**src/rtl/ecc_pkg.sv**
```systemverilog
// Shared constants for the NAND Hamming parity accumulator.
// Assumes byte-wide lanes and a 32-bit result split in two 16-bit halves.
package ecc_pkg;
    localparam int BYTE_W       = 8;
    localparam int COL_N        = 3;
    localparam int RES_W        = 32;
    localparam int HALF_W       = 16;
    localparam int CLR_BIT      = 8;
    localparam int SEL_W        = 4;
    localparam int CFG_EN_BIT   = 0;
    localparam int CFG_CS_LSB   = 1;
    localparam int CFG_WIDE_BIT = 7;
    localparam int SIZE_LSB     = 22;
    localparam logic [SEL_W-1:0] SEL_RES1 = 4'd1;

    typedef enum logic [1:0] {
        ADDR_CTRL = 2'd0,
        ADDR_CFG  = 2'd1,
        ADDR_SIZE = 2'd2
    } reg_addr_e;
endpackage

```
**src/rtl/ecc_regs.sv**
```systemverilog
// Write-only register file: control slot select, configuration, block size.
// The clear command is decoded straight from the write and never stored.
module ecc_regs
    import ecc_pkg::*;
#(
    parameter int SIZE_W = 8,
    parameter int CS_W   = 3
) (
    input  logic              clk,
    input  logic              rst_n,
    input  logic              wr,
    input  logic [1:0]        addr,
    input  logic [31:0]       wdata,
    output logic              clr,
    output logic [SEL_W-1:0]  sel,
    output logic              en,
    output logic [CS_W-1:0]   cs,
    output logic              wide,
    output logic [SIZE_W-1:0] words_m1
);
    logic unused_wbits;

    // Pulse that clears the accumulator on a control write with the clear bit.
    always_comb clr = wr && (reg_addr_e'(addr) == ADDR_CTRL) && wdata[CLR_BIT];

    assign unused_wbits = ^{wdata[31:SIZE_LSB+SIZE_W], wdata[SIZE_LSB-1:CLR_BIT+1],
                            wdata[CFG_WIDE_BIT-1:CFG_CS_LSB+CS_W]};

    // Register updates on software writes.
    always_ff @(posedge clk) begin
        if (!rst_n) begin
            sel      <= '0;
            en       <= 1'b0;
            cs       <= '0;
            wide     <= 1'b0;
            words_m1 <= '0;
        end else if (wr) begin
            case (reg_addr_e'(addr))
                ADDR_CTRL: sel <= wdata[SEL_W-1:0];
                ADDR_CFG: begin
                    en   <= wdata[CFG_EN_BIT];
                    cs   <= wdata[CFG_CS_LSB +: CS_W];
                    wide <= wdata[CFG_WIDE_BIT];
                end
                ADDR_SIZE: words_m1 <= wdata[SIZE_LSB +: SIZE_W];
                default: ;
            endcase
        end
    end
endmodule

```
**src/rtl/ecc_lane.sv**
```systemverilog
// Parity contribution of one byte lane: three column pairs from bit positions,
// ROW_N row pairs from the byte index gating the byte's overall parity.
// Outputs are zero when the lane is not in use.
module ecc_lane
    import ecc_pkg::*;
#(
    parameter int ROW_N = 9,
    localparam int PAR_N = COL_N + ROW_N
) (
    input  logic              lane_en,
    input  logic [BYTE_W-1:0] byte_in,
    input  logic [ROW_N-1:0]  idx,
    output logic [PAR_N-1:0]  ev,
    output logic [PAR_N-1:0]  od
);
    logic par;

    // Overall byte parity feeding every row pair.
    always_comb par = lane_en & (^byte_in);

    // Column pairs from alternating bit positions.
    always_comb begin
        ev[0] = lane_en & (byte_in[0] ^ byte_in[2] ^ byte_in[4] ^ byte_in[6]);
        od[0] = lane_en & (byte_in[1] ^ byte_in[3] ^ byte_in[5] ^ byte_in[7]);
        ev[1] = lane_en & (byte_in[0] ^ byte_in[1] ^ byte_in[4] ^ byte_in[5]);
        od[1] = lane_en & (byte_in[2] ^ byte_in[3] ^ byte_in[6] ^ byte_in[7]);
        ev[2] = lane_en & (^byte_in[3:0]);
        od[2] = lane_en & (^byte_in[7:4]);
    end

    // One row pair per index bit.
    for (genvar r = 0; r < ROW_N; r++) begin : g_row
        assign ev[COL_N+r] = par & ~idx[r];
        assign od[COL_N+r] = par &  idx[r];
    end
endmodule

```
**src/rtl/ecc_accum.sv**
```systemverilog
// Byte counter, parity sums and result packing. Folds all active lanes of a
// taken transfer in one cycle, stops at the programmed byte count.
// Assumes SIZE_W <= 12 so each parity set fits a 16-bit half.
module ecc_accum
    import ecc_pkg::*;
#(
    parameter int SIZE_W = 8,
    parameter int DATA_W = 16,
    localparam int ROW_N = SIZE_W + 1,
    localparam int PAR_N = COL_N + ROW_N,
    localparam int CNT_W = SIZE_W + 2,
    localparam int LANES = DATA_W / BYTE_W
) (
    input  logic              clk,
    input  logic              rst_n,
    input  logic              clr,
    input  logic              take,
    input  logic              wide,
    input  logic [SIZE_W-1:0] words_m1,
    input  logic [DATA_W-1:0] bus_data,
    output logic [RES_W-1:0]  result,
    output logic              done
);
    logic [CNT_W-1:0] cnt, cnt_nx, target;
    logic [PAR_N-1:0] acc_ev, acc_od, sum_ev, sum_od;
    logic [PAR_N-1:0] lane_ev [LANES];
    logic [PAR_N-1:0] lane_od [LANES];

    for (genvar l = 0; l < LANES; l++) begin : g_lane
        logic [ROW_N-1:0] idx_l;
        assign idx_l = cnt[ROW_N-1:0] + ROW_N'(l);
        ecc_lane #(.ROW_N(ROW_N)) lane_i (
            .lane_en ((l == 0) || wide),
            .byte_in (bus_data[l*BYTE_W +: BYTE_W]),
            .idx     (idx_l),
            .ev      (lane_ev[l]),
            .od      (lane_od[l])
        );
    end

    // Combine all lane contributions of the current transfer.
    always_comb begin
        sum_ev = '0;
        sum_od = '0;
        for (int l = 0; l < LANES; l++) begin
            sum_ev = sum_ev ^ lane_ev[l];
            sum_od = sum_od ^ lane_od[l];
        end
    end

    // Next byte count and the byte total of one block.
    always_comb begin
        cnt_nx = cnt + (wide ? CNT_W'(LANES) : CNT_W'(1));
        target = (CNT_W'(words_m1) + CNT_W'(1)) << 1;
    end

    // Accumulate until the block is complete, then hold.
    always_ff @(posedge clk) begin
        if (!rst_n || clr) begin
            acc_ev <= '0;
            acc_od <= '0;
            cnt    <= '0;
            done   <= 1'b0;
        end else if (take && !done) begin
            acc_ev <= acc_ev ^ sum_ev;
            acc_od <= acc_od ^ sum_od;
            cnt    <= cnt_nx;
            done   <= (cnt_nx >= target);
        end
    end

    // Even set in the low half, odd set in the high half.
    always_comb begin
        result = '0;
        result[PAR_N-1:0]       = acc_ev;
        result[HALF_W +: PAR_N] = acc_od;
    end
endmodule

```
**src/rtl/nand_ecc_hamming.sv**
```systemverilog
// Top of the NAND Hamming parity accumulator: registers plus accumulator.
// A transfer is taken when enabled, slot 1 is armed and the chip select matches.
module nand_ecc_hamming
    import ecc_pkg::*;
#(
    parameter int SIZE_W = 8,
    parameter int DATA_W = 16,
    parameter int CS_W   = 3
) (
    input  logic              clk,
    input  logic              rst_n,
    input  logic              reg_wr,
    input  logic [1:0]        reg_addr,
    input  logic [31:0]       reg_wdata,
    input  logic              bus_valid,
    input  logic [CS_W-1:0]   bus_cs,
    input  logic [DATA_W-1:0] bus_data,
    output logic [RES_W-1:0]  ecc_result,
    output logic              ecc_done
);
    logic              clr, cfg_en, cfg_wide, take;
    logic [SEL_W-1:0]  ctl_sel;
    logic [CS_W-1:0]   cfg_cs;
    logic [SIZE_W-1:0] words_m1;

    ecc_regs #(.SIZE_W(SIZE_W), .CS_W(CS_W)) regs_i (
        .clk      (clk),
        .rst_n    (rst_n),
        .wr       (reg_wr),
        .addr     (reg_addr),
        .wdata    (reg_wdata),
        .clr      (clr),
        .sel      (ctl_sel),
        .en       (cfg_en),
        .cs       (cfg_cs),
        .wide     (cfg_wide),
        .words_m1 (words_m1)
    );

    // Snoop qualifier for the watched chip select.
    always_comb take = bus_valid && cfg_en && (ctl_sel == SEL_RES1) && (bus_cs == cfg_cs);

    ecc_accum #(.SIZE_W(SIZE_W), .DATA_W(DATA_W)) accum_i (
        .clk      (clk),
        .rst_n    (rst_n),
        .clr      (clr),
        .take     (take),
        .wide     (cfg_wide),
        .words_m1 (words_m1),
        .bus_data (bus_data),
        .result   (ecc_result),
        .done     (ecc_done)
    );
endmodule

```
**config.mk**
```make
export PLATFORM = sky130hd
export DESIGN_NAME = nand_ecc_hamming
export DESIGN_NICKNAME = d
export VERILOG_FILES = /design/src/rtl/ecc_pkg.sv /design/src/rtl/ecc_regs.sv /design/src/rtl/ecc_lane.sv /design/src/rtl/ecc_accum.sv /design/src/rtl/nand_ecc_hamming.sv
export SDC_FILE = /design/constraint.sdc
export NUM_CORES = 1
export LEC_CHECK = 0
export ABC_AREA = 1
export BUFFER_PORTS_ARGS = -buffer_cell sky130_fd_sc_hd__clkbuf_2
export CORE_UTILIZATION = 55
export DETAILED_ROUTE_END_ITERATION = 6
export GPL_TIMING_DRIVEN = 0
export PLACE_DENSITY = 0.83
export SYNTH_ARGS = -nofsm -noshare
export SYNTH_HDL_FRONTEND = slang
export SYNTH_HIERARCHICAL = 1
export SYNTH_SLANG_ARGS = --single-unit
```
**constraint.sdc**
```tcl
create_clock -name clk -period 4.4 [get_ports clk]
set_clock_uncertainty 0.2 [all_clocks]
set_input_delay 1.1 -clock clk [delete_from_list [all_inputs] [get_ports clk]]
set_output_delay 1.1 -clock clk [all_outputs]
set_load 0.02 [all_outputs]
```
==> metrics.md, run 1 <==
| Metric | Value |
|---|---|
| Max-slew violations | `0` |
| Setup crit start kind | `flop` |
| Mean area per synthesized cell | `6.59 µm²` |
| Register bit total from synthesis | `52` |
| Tmin final | `2.84 ns` |
| Worst R2R Start | `regs_i/wide` |
| Post-synthesis sequential area ratio | `24.9%` |
| First-pass GRT wire length | `14400 µm` |
| Post-DP HPWL | `6780 µm` |
| Synth top area cells | `dfxtp_1 25%, inv_1 11%, nand2_1 10%` |
| RSZ-0062 raised after global routing | `no` |
| Crit. Startpoint | `regs_i/wide` |
| Worst EP arrival | `2.88 ns` |
| Worst Path Required | `4.44 ns` |
| CP max FO | `8` |
| Power density over cell area | `214 nW/µm²` |
| Fin crit share | `64.6%` |
| Worst Min Path Start | `accum_i/acc_od[10]` |
| CP endpoint kind | `flop` |
| Total grt overflow | `0` |
| Layout Cells excl Fill | `815` |
| Wire length on met1 | `3860 µm` |
| Die X | `89.2 µm` |
| Setup TNS | `0 ns` |
| Area share of the largest cell type after synthesis | `24.9%` |
| Mapped cell area | `4180 µm²` |
| Total CTS buffers | `5` |
| CTS H-tree depth | `2` |
| CTS tree | `yes` |
| Peak VDD IR | `0.200 mV` |
| Post-synthesis cell type count | `35` |
| Starting Density | `57.3%` |
| Leakage | `2.34 nW` |
| Status | `complete, no violations` |
| Largest net degree at the start of global routing | `16` |
| Chip height | `89.2 µm` |
| Port bufs | `63` |
| Max Cap Viol | `0` |
| Cts hold-fix bufs | `0` |
| Vias in the first global route | `3479` |
| Met3 wire length | `358 µm` |
| Vias per Instance | `4.79` |
| Root Buffer | `clkbuf_8` |
| ANT cells | `0` |
| Net Switching | `0.000293 W` |
| RePlAce Congestion | `0.904` |
| Leading area contributor after synthesis | `dfxtp_1` |
| Seq pwr share | `47.6%` |
| Number of hold violations in the final report | `0` |
| Fin nets | `786` |
| Core ar. | `7290 µm²` |
| Drt total wl | `8480 µm` |
| Layout cell share with drive strength beyond 1 | `24.2%` |
| Worst-Skew Late Latency | `0.30 ns` |
| Int Power | `0.000728 W` |
| # DRC | `0` |
| DRT Pass-1 Iters | `4` |
| DIE AREA | `7950 µm²` |
| Fmax | `0.352 GHz` |
| Max Used Layer | `met4` |
| Switching share of power | `28.7%` |
| Antenna violations before repair | `0` |
| Row count | `31` |
| Via count | `3906` |
| Worst hold path class | `flop to flop` |
| Critical path class | `flop to flop` |
| CTS max path bufs | `2` |
| CTS resizes | `0` |
| DP Cell Count | `807` |
| Clock sink total | `52` |
| Setup bufs post-CTS | `0` |
| Post-DRT Antenna Nets | `0` |
| WL/cell | `10.4 µm` |
| IO Count | `90` |
| Part of the power in combinational logic | `20.5%` |
| Clock Power Share | `31.8%` |
| Total Routing Usage GR | `22.6%` |
| Number of DRC markers in iteration 0 | `160` |
| Synth-to-Final Area Change | `14.1%` |
| Ys Warns | `6` |
| Clk pin slew, worst setup/hold paths | `0.09 ns` |
| Routed wl met2 | `4210 µm` |
| Synth Instances | `634` |
| Setup violators final | `0` |
## stage by stage
stage          total power (W)  area [µm²]  util [%]  setup WS [ns]  hold WS [ns]
2_1_floorplan         0.000653        4220         -           1.85         0.252
3_3_place_gp          0.000698        4660      63.9           1.56         0.235
3_5_place_dp          0.000706        4660      63.9           1.48         0.246
4_1_cts                0.00103        4770      65.4           1.58         0.260
5_1_grt                0.00108        4770      65.4           1.31         0.293
6_report               0.00102        4770      65.4           1.56         0.258
## worst max-delay path: stages (launching register included)
cell and delay, ns:
dfxtp_1 0.42, inv_1 0.15, ha_1 0.19, inv_1 0.06
fa_1 0.44, nor2_4 0.17, nand4_1 0.12, nand2_1 0.10
nand2_1 0.07, ha_1 0.27, nand2_1 0.06, nor2_1 0.17
nand3_1 0.09, nand3_1 0.10, nand2_1 0.05, a21oi_1 0.11
## layout by cell type (no fill, tap or decap), types with 12 or more instances in the layout
| cell type | n |
|---|---|
| nor2_4 | 21 |
| nand2_1 | 111 |
| dfxtp_1 | 52 |
| conb_1 | 13 |
| a21oi_1 | 61 |
| o21ai_1 | 23 |
| xor2_1 | 19 |
| ha_1 | 13 |
| nand2_2 | 27 |
| nand3_1 | 16 |
| clkbuf_2 | 64 |
| o21ai_0 | 36 |
| nor2_1 | 59 |
| buf_4 | 12 |
| inv_1 | 122 |
## synthesized netlist by cell type
cell / number
a21o_1: 1
a21oi_1: 61
a21oi_2: 11
and3_2: 1
buf_12: 2
buf_2: 2
buf_4: 12
buf_6: 5
clkbuf_1: 1
clkbuf_2: 1
clkbuf_8: 1
conb_1: 2
dfxtp_1: 52
fa_1: 1
ha_1: 13
inv_1: 122
inv_2: 5
nand2_1: 111
nand2_2: 27
nand2_4: 2
nand3_1: 16
nand3_2: 3
nand3_4: 2
nand4_1: 3
nor2_1: 59
nor2_2: 3
nor2_4: 21
nor3_1: 1
nor3_2: 1
o211ai_1: 1
o21ai_0: 36
o21ai_1: 23
or2_2: 4
xnor2_1: 9
xor2_1: 19
## registers in the layout, summed over array words and instances, names as in the netlist
register and flops:
accum_i/acc_ev 12, accum_i/acc_od 12, accum_i/cnt 10, accum_i/done 1
regs_i/cs 3, regs_i/en 1, regs_i/sel 4, regs_i/wide 1
regs_i/words_m1 8
## power groups by stage
stage	Sequential [W]	Combinational (W)	Clock, W
finish	0.000486	0.000210	0.000325
global route	0.000488	0.000237	0.000353
CTS	0.000486	0.000210	0.000336
detailed placement	0.000497	0.000209	0
global placement	0.000497	0.000202	0
floorplan	0.000495	0.000158	0
## kinds of logic after synthesis
kind of cell,after synthesis,synth area share [%]
compound gates,133,17.0
fa+ha+maj,14,4.37
xor+xnor,28,5.87
buf+inv,151,16.6
flops,52,24.9
other cells,2,0.180
simple gates,254,31.0
## path summary, 6_finish.rpt
path | end | slack, ns | depth (start not counted)
worst max-delay path | accum_i/done | 1.56 | 15
worst min-delay path | accum_i/acc_od[10] | 0.26 | 1
worst max register to register | accum_i/done | 1.56 | 15
worst min register to register | accum_i/acc_od[10] | 0.26 | 1
## final cells by class
class                      count  area [µm²]
tap                           99         124
clock inverter                 2        35.0
inverter                     127         477
clock buffer                   6        72.6
timing repair buffer          63         315
buffer                        24         219
multi-input combinational    442        2480
sequential                    52        1040
fill                         688        2520
## layer usage
layer / global-route usage, % / vias to the layer above
li1: - / 2105
met4: 5.05 / 0
met1: 27.9 / 1710
met2: 41.7 / 84
met3: 3.14 / 7
met5: 0 / -
(Power assumes the default switching activity.)
==> run 2, diff against run 1 <==
==> constraint.sdc (replaced) <==
create_clock -name clk -period 2.8 [get_ports clk]
set_clock_uncertainty 0.2 [all_clocks]
set_input_delay 0.7 -clock clk [delete_from_list [all_inputs] [get_ports clk]]
set_output_delay 0.7 -clock clk [all_outputs]
set_load 0.02 [all_outputs]
==> run 2 against run 1 <==
Die area did not move; global-route usage barely moved; first-iteration DRC count fell by 13%; largest cell class unchanged; largest power group unchanged.
==> metrics.md, run 2 (synthesized netlist as in run 1, its figures left out) <==
| Metric | Value |
|---|---|
| Vias in the first global route | `3482 (+0.086%)` |
| Setup bufs post-CTS | `0 (unchanged)` |
| Post-DP HPWL | `6780 µm (unchanged)` |
| Critical path class | `flop to flop` |
| Row count | `31 (unchanged)` |
| IO Count | `90 (unchanged)` |
| Fin util | `65.5% (+0.14 points)` |
| Tmin final | `2.64 ns (-0.207 ns)` |
| Clk pin slew, worst setup/hold paths | `0.10 ns (about the same)` |
| Regs by FF count | `accum_i/acc_ev (12), accum_i/acc_od (12), accum_i/cnt (10)` |
| CTS H-tree depth | `2 (unchanged)` |
| Root Buffer | `clkbuf_8` |
| Worst hold path class | `flop to flop` |
| Via count | `3923 (+0.44%)` |
| Chip height | `89.2 µm (unchanged)` |
| DIE AREA | `7950 µm² (unchanged)` |
| Worst Path Required | `2.84 ns (-1.60 ns)` |
| Worst-Skew Late Latency | `0.31 ns (about the same)` |
| Max-slew violations | `0 (unchanged)` |
| Antenna violations before repair | `0 (unchanged)` |
| Drt total wl | `8540 µm (+0.74%)` |
| Layout cell share with drive strength beyond 1 | `24.9% (+0.70 points)` |
| Number of hold violations in the final report | `0 (unchanged)` |
| Status | `complete, no violations` |
| Number of DRC markers in iteration 0 | `139 (-13%)` |
| Setup violators final | `0 (unchanged)` |
| # DRC | `0 (unchanged)` |
| CP peak stage delay | `0.54 ns (+0.10 ns)` |
| Clock Power Share | `32.0% (+0.2 points)` |
| Worst-path cell chain | `inv_1, fa_2, nor2_4, nand4_1, nand2_1, nand2_1, ha_1, nand2_1, nor2_2, nand3_1, nand3_1, nand2_1, a21oi_1` |
| Seq pwr share | `47.5% (about the same)` |
| Most frequent cells in the layout | `121 x inv_1, 111 x nand2_1, 64 x clkbuf_2, 61 x a21oi_1, 58 x nor2_1` |
| Worst EP arrival | `2.67 ns (-0.21 ns)` |
| CP max FO | `7 (-1)` |
| Top delay family on crit path | `simple AND/OR/NAND/NOR gates` |
| Design Area, Final | `4780 µm² (+0.21%)` |
| Slew headroom | `65.6%` |
| Buf/Inv on CP | `1 (-1)` |
| CP endpoint kind | `flop` |
| RePlAce Congestion | `0.904 (unchanged)` |
| First-pass GRT wire length | `14400 µm (about the same)` |
| Fin crit share | `94.1% (+30 points)` |
| Synth-to-Final Area Change | `14.3%` |
| Fill cell count | `688 (unchanged)` |
| Port bufs | `63 (unchanged)` |
| Core ar. | `7290 µm² (unchanged)` |
| Transition time of the tightest slew-check pin | `0.517 ns` |
| CTS tree | `yes` |
| Die X | `89.2 µm (unchanged)` |
| Cts hold-fix bufs | `0 (unchanged)` |
| ANT cells | `0 (unchanged)` |
| Starting Density | `57.3% (unchanged)` |
| Total CTS buffers | `5 (unchanged)` |
| CTS max path bufs | `2 (unchanged)` |
| Fmax | `0.379 GHz (+7.9%)` |
| Peak VDD IR | `0.317 mV (+58%)` |
| DRT Pass-1 Iters | `4 (unchanged)` |
| Post-DRT Antenna Nets | `0 (unchanged)` |
| Switching share of power | `29.0% (+0.24 points)` |
| Slowest stage cell, crit path | `dfxtp_1` |
| Power density over cell area | `337 nW/µm² (+57%)` |
| Total grt overflow | `0 (unchanged)` |
| Min Hold Slack | `0.262 ns (+0.00379 ns)` |
| Fin nets | `786 (unchanged)` |
| Leakage | `2.34 nW (+0.13%)` |
| DP Area | `4660 µm² (unchanged)` |
| WL/cell | `10.5 µm (+0.74%)` |
| CP dominant cell by count | `nand2_1` |
| Int Power | `0.00114 W (+57%)` |
| Vias per Instance | `4.81 (+0.44%)` |
| Clock sink total | `52 (unchanged)` |
| Setup crit start kind | `flop` |
| Max Cap Viol | `0 (unchanged)` |
| Total Routing Usage GR | `22.6% (about the same)` |
| Part of the power in combinational logic | `20.6% (about the same)` |
| Largest net degree at the start of global routing | `16 (unchanged)` |
| Final Power | `0.00161 W (+58%)` |
| Net Switching | `0.000466 W (+59%)` |
| Most common cell after layout, fill and taps aside | `inv_1` |
==> run 2: area by class of cell <==
cell class	instances	area, µm²	area share, %
Clock buffer	6	72.6	1.52
Timing Repair Buffer	63	315	6.60
Inverter	127	477	9.98
Buffer	24	219	4.58
Multi-Input combinational cell	442	2490	52.1
Tap cell	99	124	2.59
Clock inverter	2	35.0	0.733
Sequential cell	52	1050	21.9
==> run 2: routing by layer <==
metal / global-route usage (%) / wire length, µm / part of all wire (%) / vias up
li1: - / - / - / 2104
met5: 0 / 0 / 0 / -
met3: 3.14 / 369 / 4.3 / 8
met1: 27.8 / 3880 / 45 / 1726
met4: 5.05 / 89 / 1.0 / 0
met2: 41.7 / 4210 / 49 / 85
==> run 2: final timing paths <==
| kind | slack [ns] | from | depth (start not counted) | end |
|---|---|---|---|---|
| worst min-delay path | 0.26 | accum_i/acc_od[10] | 1 | accum_i/acc_od[10] |
| worst max register to register | 0.16 | accum_i/cnt[1] | 13 | accum_i/done |
| worst max-delay path | 0.16 | accum_i/cnt[1] | 13 | accum_i/done |
| worst min register to register | 0.26 | accum_i/acc_od[10] | 1 | accum_i/acc_od[10] |
==> run 2: power groups by stage <==
stage                     sequential [W]  combinational [W]  clock (W)
after floorplan                 0.000779           0.000248          0
after global placement          0.000780           0.000317          0
after detailed placement        0.000781           0.000328          0
after CTS                       0.000764           0.000330   0.000528
after global routing            0.000767           0.000374   0.000555
final                           0.000764           0.000331   0.000515
==> run 2: repair_timing <==
item / in CTS / in global routing
endpoints found under the setup margin: 1 / 1
resized for setup: 2 / 4
pin swaps: 0 / 1
==> run 2: worst reg2reg max path: stages (launching register included) <==
cell	delay [ns]
dfxtp_1	0.54
inv_1	0.13
fa_2	0.42
nor2_4	0.14
nand4_1	0.12
nand2_1	0.10
nand2_1	0.07
ha_1	0.27
nand2_1	0.08
nor2_2	0.16
nand3_1	0.08
nand3_1	0.10
nand2_1	0.05
a21oi_1	0.11
==> run 2: metrics by stage <==
stage	setup WS [ns]	setup TNS, ns	cells
floorplan	0.312	0	645
global placement	0.0802	0	807
detailed placement	0.0196	0	807
CTS	0.0498	0	815
global route	-0.0192	-0.0192	815
finish	0.164	0	815
==> run 3, diff against run 2 <==
--- a/config.mk
+++ b/config.mk
@@ -5,9 +5,10 @@
 export SDC_FILE = /design/constraint.sdc
 export NUM_CORES = 1
 export LEC_CHECK = 0
-export ABC_AREA = 1
+export ABC_AREA = 0
+export ABC_CLOCK_PERIOD_IN_PS = 2800
 export BUFFER_PORTS_ARGS = -buffer_cell sky130_fd_sc_hd__clkbuf_2
-export CORE_UTILIZATION = 55
+export CORE_UTILIZATION = 54
 export DETAILED_ROUTE_END_ITERATION = 6
 export GPL_TIMING_DRIVEN = 0
 export PLACE_DENSITY = 0.83
==> run 3 against run 2 <==
Combinational power grew 22%; die area decreased by 9.1%; clock power up 38%; global-route usage up 0.88 points; count of clock-buffer cells in the layout is 1 lower; worst hold slack gained 0.014 ns; final cell count fell by 24%; critical endpoint unchanged; largest power group unchanged; highest routed layer unchanged.
==> metrics.md, run 3 <==
| Metric | Value |
|---|---|
| Status | `complete, no violations` |
| ANT cells | `0 (unchanged)` |
| Number of DRC markers in iteration 0 | `121 (-13%)` |
| Worst EP arrival | `2.68 ns (about the same)` |
| Final Power | `0.00187 W (+16%)` |
| Clk pin slew, worst setup/hold paths | `0.10 ns (about the same)` |
| Leakage | `1.69 nW (-28%)` |
| RePlAce Congestion | `0.846 (-6.4%)` |
| CTS max path bufs | `2 (unchanged)` |
| Post-DRT Antenna Nets | `0 (unchanged)` |
| Post-synthesis sequential area ratio | `28.0% (+3.1 points)` |
| Vias in the first global route | `3088 (-11%)` |
| Largest net degree at the start of global routing | `17 (+1)` |
| Port bufs | `63 (unchanged)` |
| Number of hold violations in the final report | `0 (unchanged)` |
| IO Count | `90 (unchanged)` |
| Critical path class | `flop to flop` |
| Leading area contributor after synthesis | `dfxtp_1` |
| Total Routing Usage GR | `23.5% (+0.88 points)` |
| CP endpoint kind | `flop` |
| Root Buffer | `clkbuf_8` |
| DIE AREA | `7230 µm² (-9.1%)` |
| Core ar. | `6490 µm² (-11%)` |
| Most frequent cells in the layout | `64 x clkbuf_2, 62 x xnor2_1, 61 x nand2_1, 50 x dfxtp_1, 33 x nor2_1` |
| Starting Density | `57.3% (about the same)` |
| Fin nets | `614 (-22%)` |
| Synth-to-Final Area Change | `17.3%` |
| Fin crit share | `94.3% (+0.15 points)` |
| RSZ-0062 raised after global routing | `no` |
| Post-synth EDFFs | `0 (unchanged)` |
| Setup crit start kind | `flop` |
| Post-Place Worst Slack | `-0.200 ns (-0.219 ns)` |
| Worst-Skew Late Latency | `0.31 ns (about the same)` |
| Peak VDD IR | `0.274 mV (-14%)` |
| Async SR Flop Fraction | `0% (unchanged)` |
| Layout cell share with drive strength beyond 1 | `21.0% (-3.9 points)` |
| CTS H-tree depth | `2 (unchanged)` |
| Tmin final | `2.64 ns (+0.00418 ns)` |
| Most common cell in the netlist | `xnor2_1` |
| Synth Flop Type | `dfxtp_1` |
| Regs by FF count | `accum_i/acc_ev (12), accum_i/acc_od (12), accum_i/cnt (10)` |
| Max-slew violations | `0 (unchanged)` |
| Worst hold path class | `flop to flop` |
| Row count | `29 (-6.5%)` |
| DRT Pass-1 Iters | `4 (unchanged)` |
| Power density over cell area | `428 nW/µm² (+27%)` |
| CP max FO | `9 (+2)` |
| Via count | `3264 (-17%)` |
| Setup slack after layout | `0.160 ns (-0.00418 ns)` |
| CTS tree | `yes` |
| Fmax | `0.379 GHz (-0.16%)` |
| Mapped cell area | `3720 µm² (-11%)` |
| Synth top cells by count | `62 x xnor2_1, 61 x nand2_1, 52 x dfxtp_1, 34 x nor2_1, 31 x a21oi_1` |
| Area share of the largest cell type after synthesis | `28.0% (+3.1 points)` |
| Worst Path Required | `2.84 ns (about the same)` |
| Antenna violations before repair | `0 (unchanged)` |
| Max Cap Viol | `0 (unchanged)` |
| First-pass GRT wire length | `13900 µm (-3.7%)` |
| Transition time of the tightest slew-check pin | `0.560 ns (+0.0429 ns)` |
| Chip height | `85.0 µm (-4.6%)` |
| # DRC | `0 (unchanged)` |
| Register bit total from synthesis | `52 (unchanged)` |
| Vias per Instance | `5.26 (+9.2%)` |
| Mean area per synthesized cell | `8.08 µm² (+23%)` |
| Setup violators final | `0 (unchanged)` |
| Synth Instances | `461 (-27%)` |
| Clock sink total | `52 (unchanged)` |
| Post-synthesis cell type count | `40 (+14%)` |
| Ys Warns | `6 (unchanged)` |
| Post-DP HPWL | `6370 µm (-6.1%)` |
| Drt total wl | `8240 µm (-3.6%)` |
| Total grt overflow | `0 (unchanged)` |
| WL/cell | `13.3 µm (+27%)` |
| Total CTS buffers | `5 (unchanged)` |
| Most common cell after layout, fill and taps aside | `clkbuf_2` |
| Slew headroom | `62.4% (-3.2 points)` |
| Die X | `85.0 µm (-4.6%)` |
| Synth top area cells | `dfxtp_1 28%, xnor2_1 15%, nand2_1 6.1%` |
## run 3: cell count changes after synthesis, sizes merged, moves of 9 or more
| cell | change |
|---|---|
| nand2 | -79 |
| inv | -121 |
| xnor2 | +55 |
| mux2i | +17 |
| o21ai | -33 |
| nor2 | -49 |
| and2 | +9 |
| a21oi | -41 |
| clkbuf | +13 |
| nor3b | +19 |
| or3 | +25 |
## run 3: worst max-delay path: stages (launching register included)
cell	delay (ns)
dfxtp_4	0.40
inv_2	0.08
ha_2	0.19
inv_1	0.06
fa_2	0.39
buf_4	0.18
nor3_2	0.20
xor2_1	0.10
ha_1	0.29
nand2_1	0.06
nor2_1	0.14
nand3_1	0.09
o211ai_1	0.18
## run 3: cell type report
type	count	area [µm²]
inverters	6	22.5
clock buffers	5	68.8
repair buffers	64	323
plain buffers	34	214
clock inverters	3	90.1
flip-flops and latches	52	1050
well taps	77	96.3
multi-input cells	380	2510
fillers	534	2130
## run 3: metrics by stage
stage               cell area [µm²]  util, %  setup TNS, ns  hold slack, ns  std cells
floorplan                      3770        -              0           0.230        473
global placement               4180     64.4        -0.0909           0.245        613
detailed placement             4180     64.4         -0.200           0.262        613
CTS                            4340     66.8              0           0.277        620
global route                   4370     67.3              0           0.298        621
finish                         4370     67.3              0           0.275        621
## run 3: layer usage
| metal | vias up | track usage [%] | share of wire (%) |
|---|---|---|---|
| met4 | 0 | 6.01 | 1.1 |
| li1 | 1693 | - | - |
| met5 | - | 0 | 0 |
| met1 | 1461 | 28.2 | 43 |
| met3 | 9 | 3.40 | 4.6 |
| met2 | 101 | 43.7 | 51 |
## run 3: logic make-up after synthesis
kind of cell | after synthesis | share of synthesized area, %
other cells | 2 | 0.202
compound gates | 61 | 8.47
simple gates | 189 | 27.0
fa+ha+maj | 14 | 4.91
buf+inv | 41 | 6.45
flops | 52 | 28.0
xor+xnor | 85 | 20.4
mux | 17 | 4.57
## run 3: repair_timing
| action | in CTS | in global routing |
|---|---|---|
| gates resized for setup | 3 | 8 |
| setup buffers | 0 | 1 |
| pin swaps | 0 | 1 |
| hold buffers | 0 | 0 |
| setup endpoints to repair | 1 | 1 |
## run 3: worst paths after layout
| kind | start | end | slack, ns | depth (start not counted) |
|---|---|---|---|---|
| worst max-delay path | regs_i/wide | accum_i/done | 0.16 | 12 |
| worst min-delay path | regs_i/en | regs_i/en | 0.28 | 2 |
| worst max register to register | regs_i/wide | accum_i/done | 0.16 | 12 |
| worst min register to register | regs_i/en | regs_i/en | 0.28 | 2 |
## run 3: power by group
part           switching [W]  total [W]  internal, W
Sequential        0.00000844   0.000756     0.000747
Clock               0.000264   0.000711     0.000447
Combinational       0.000230   0.000404     0.000173
Total               0.000502    0.00187      0.00137
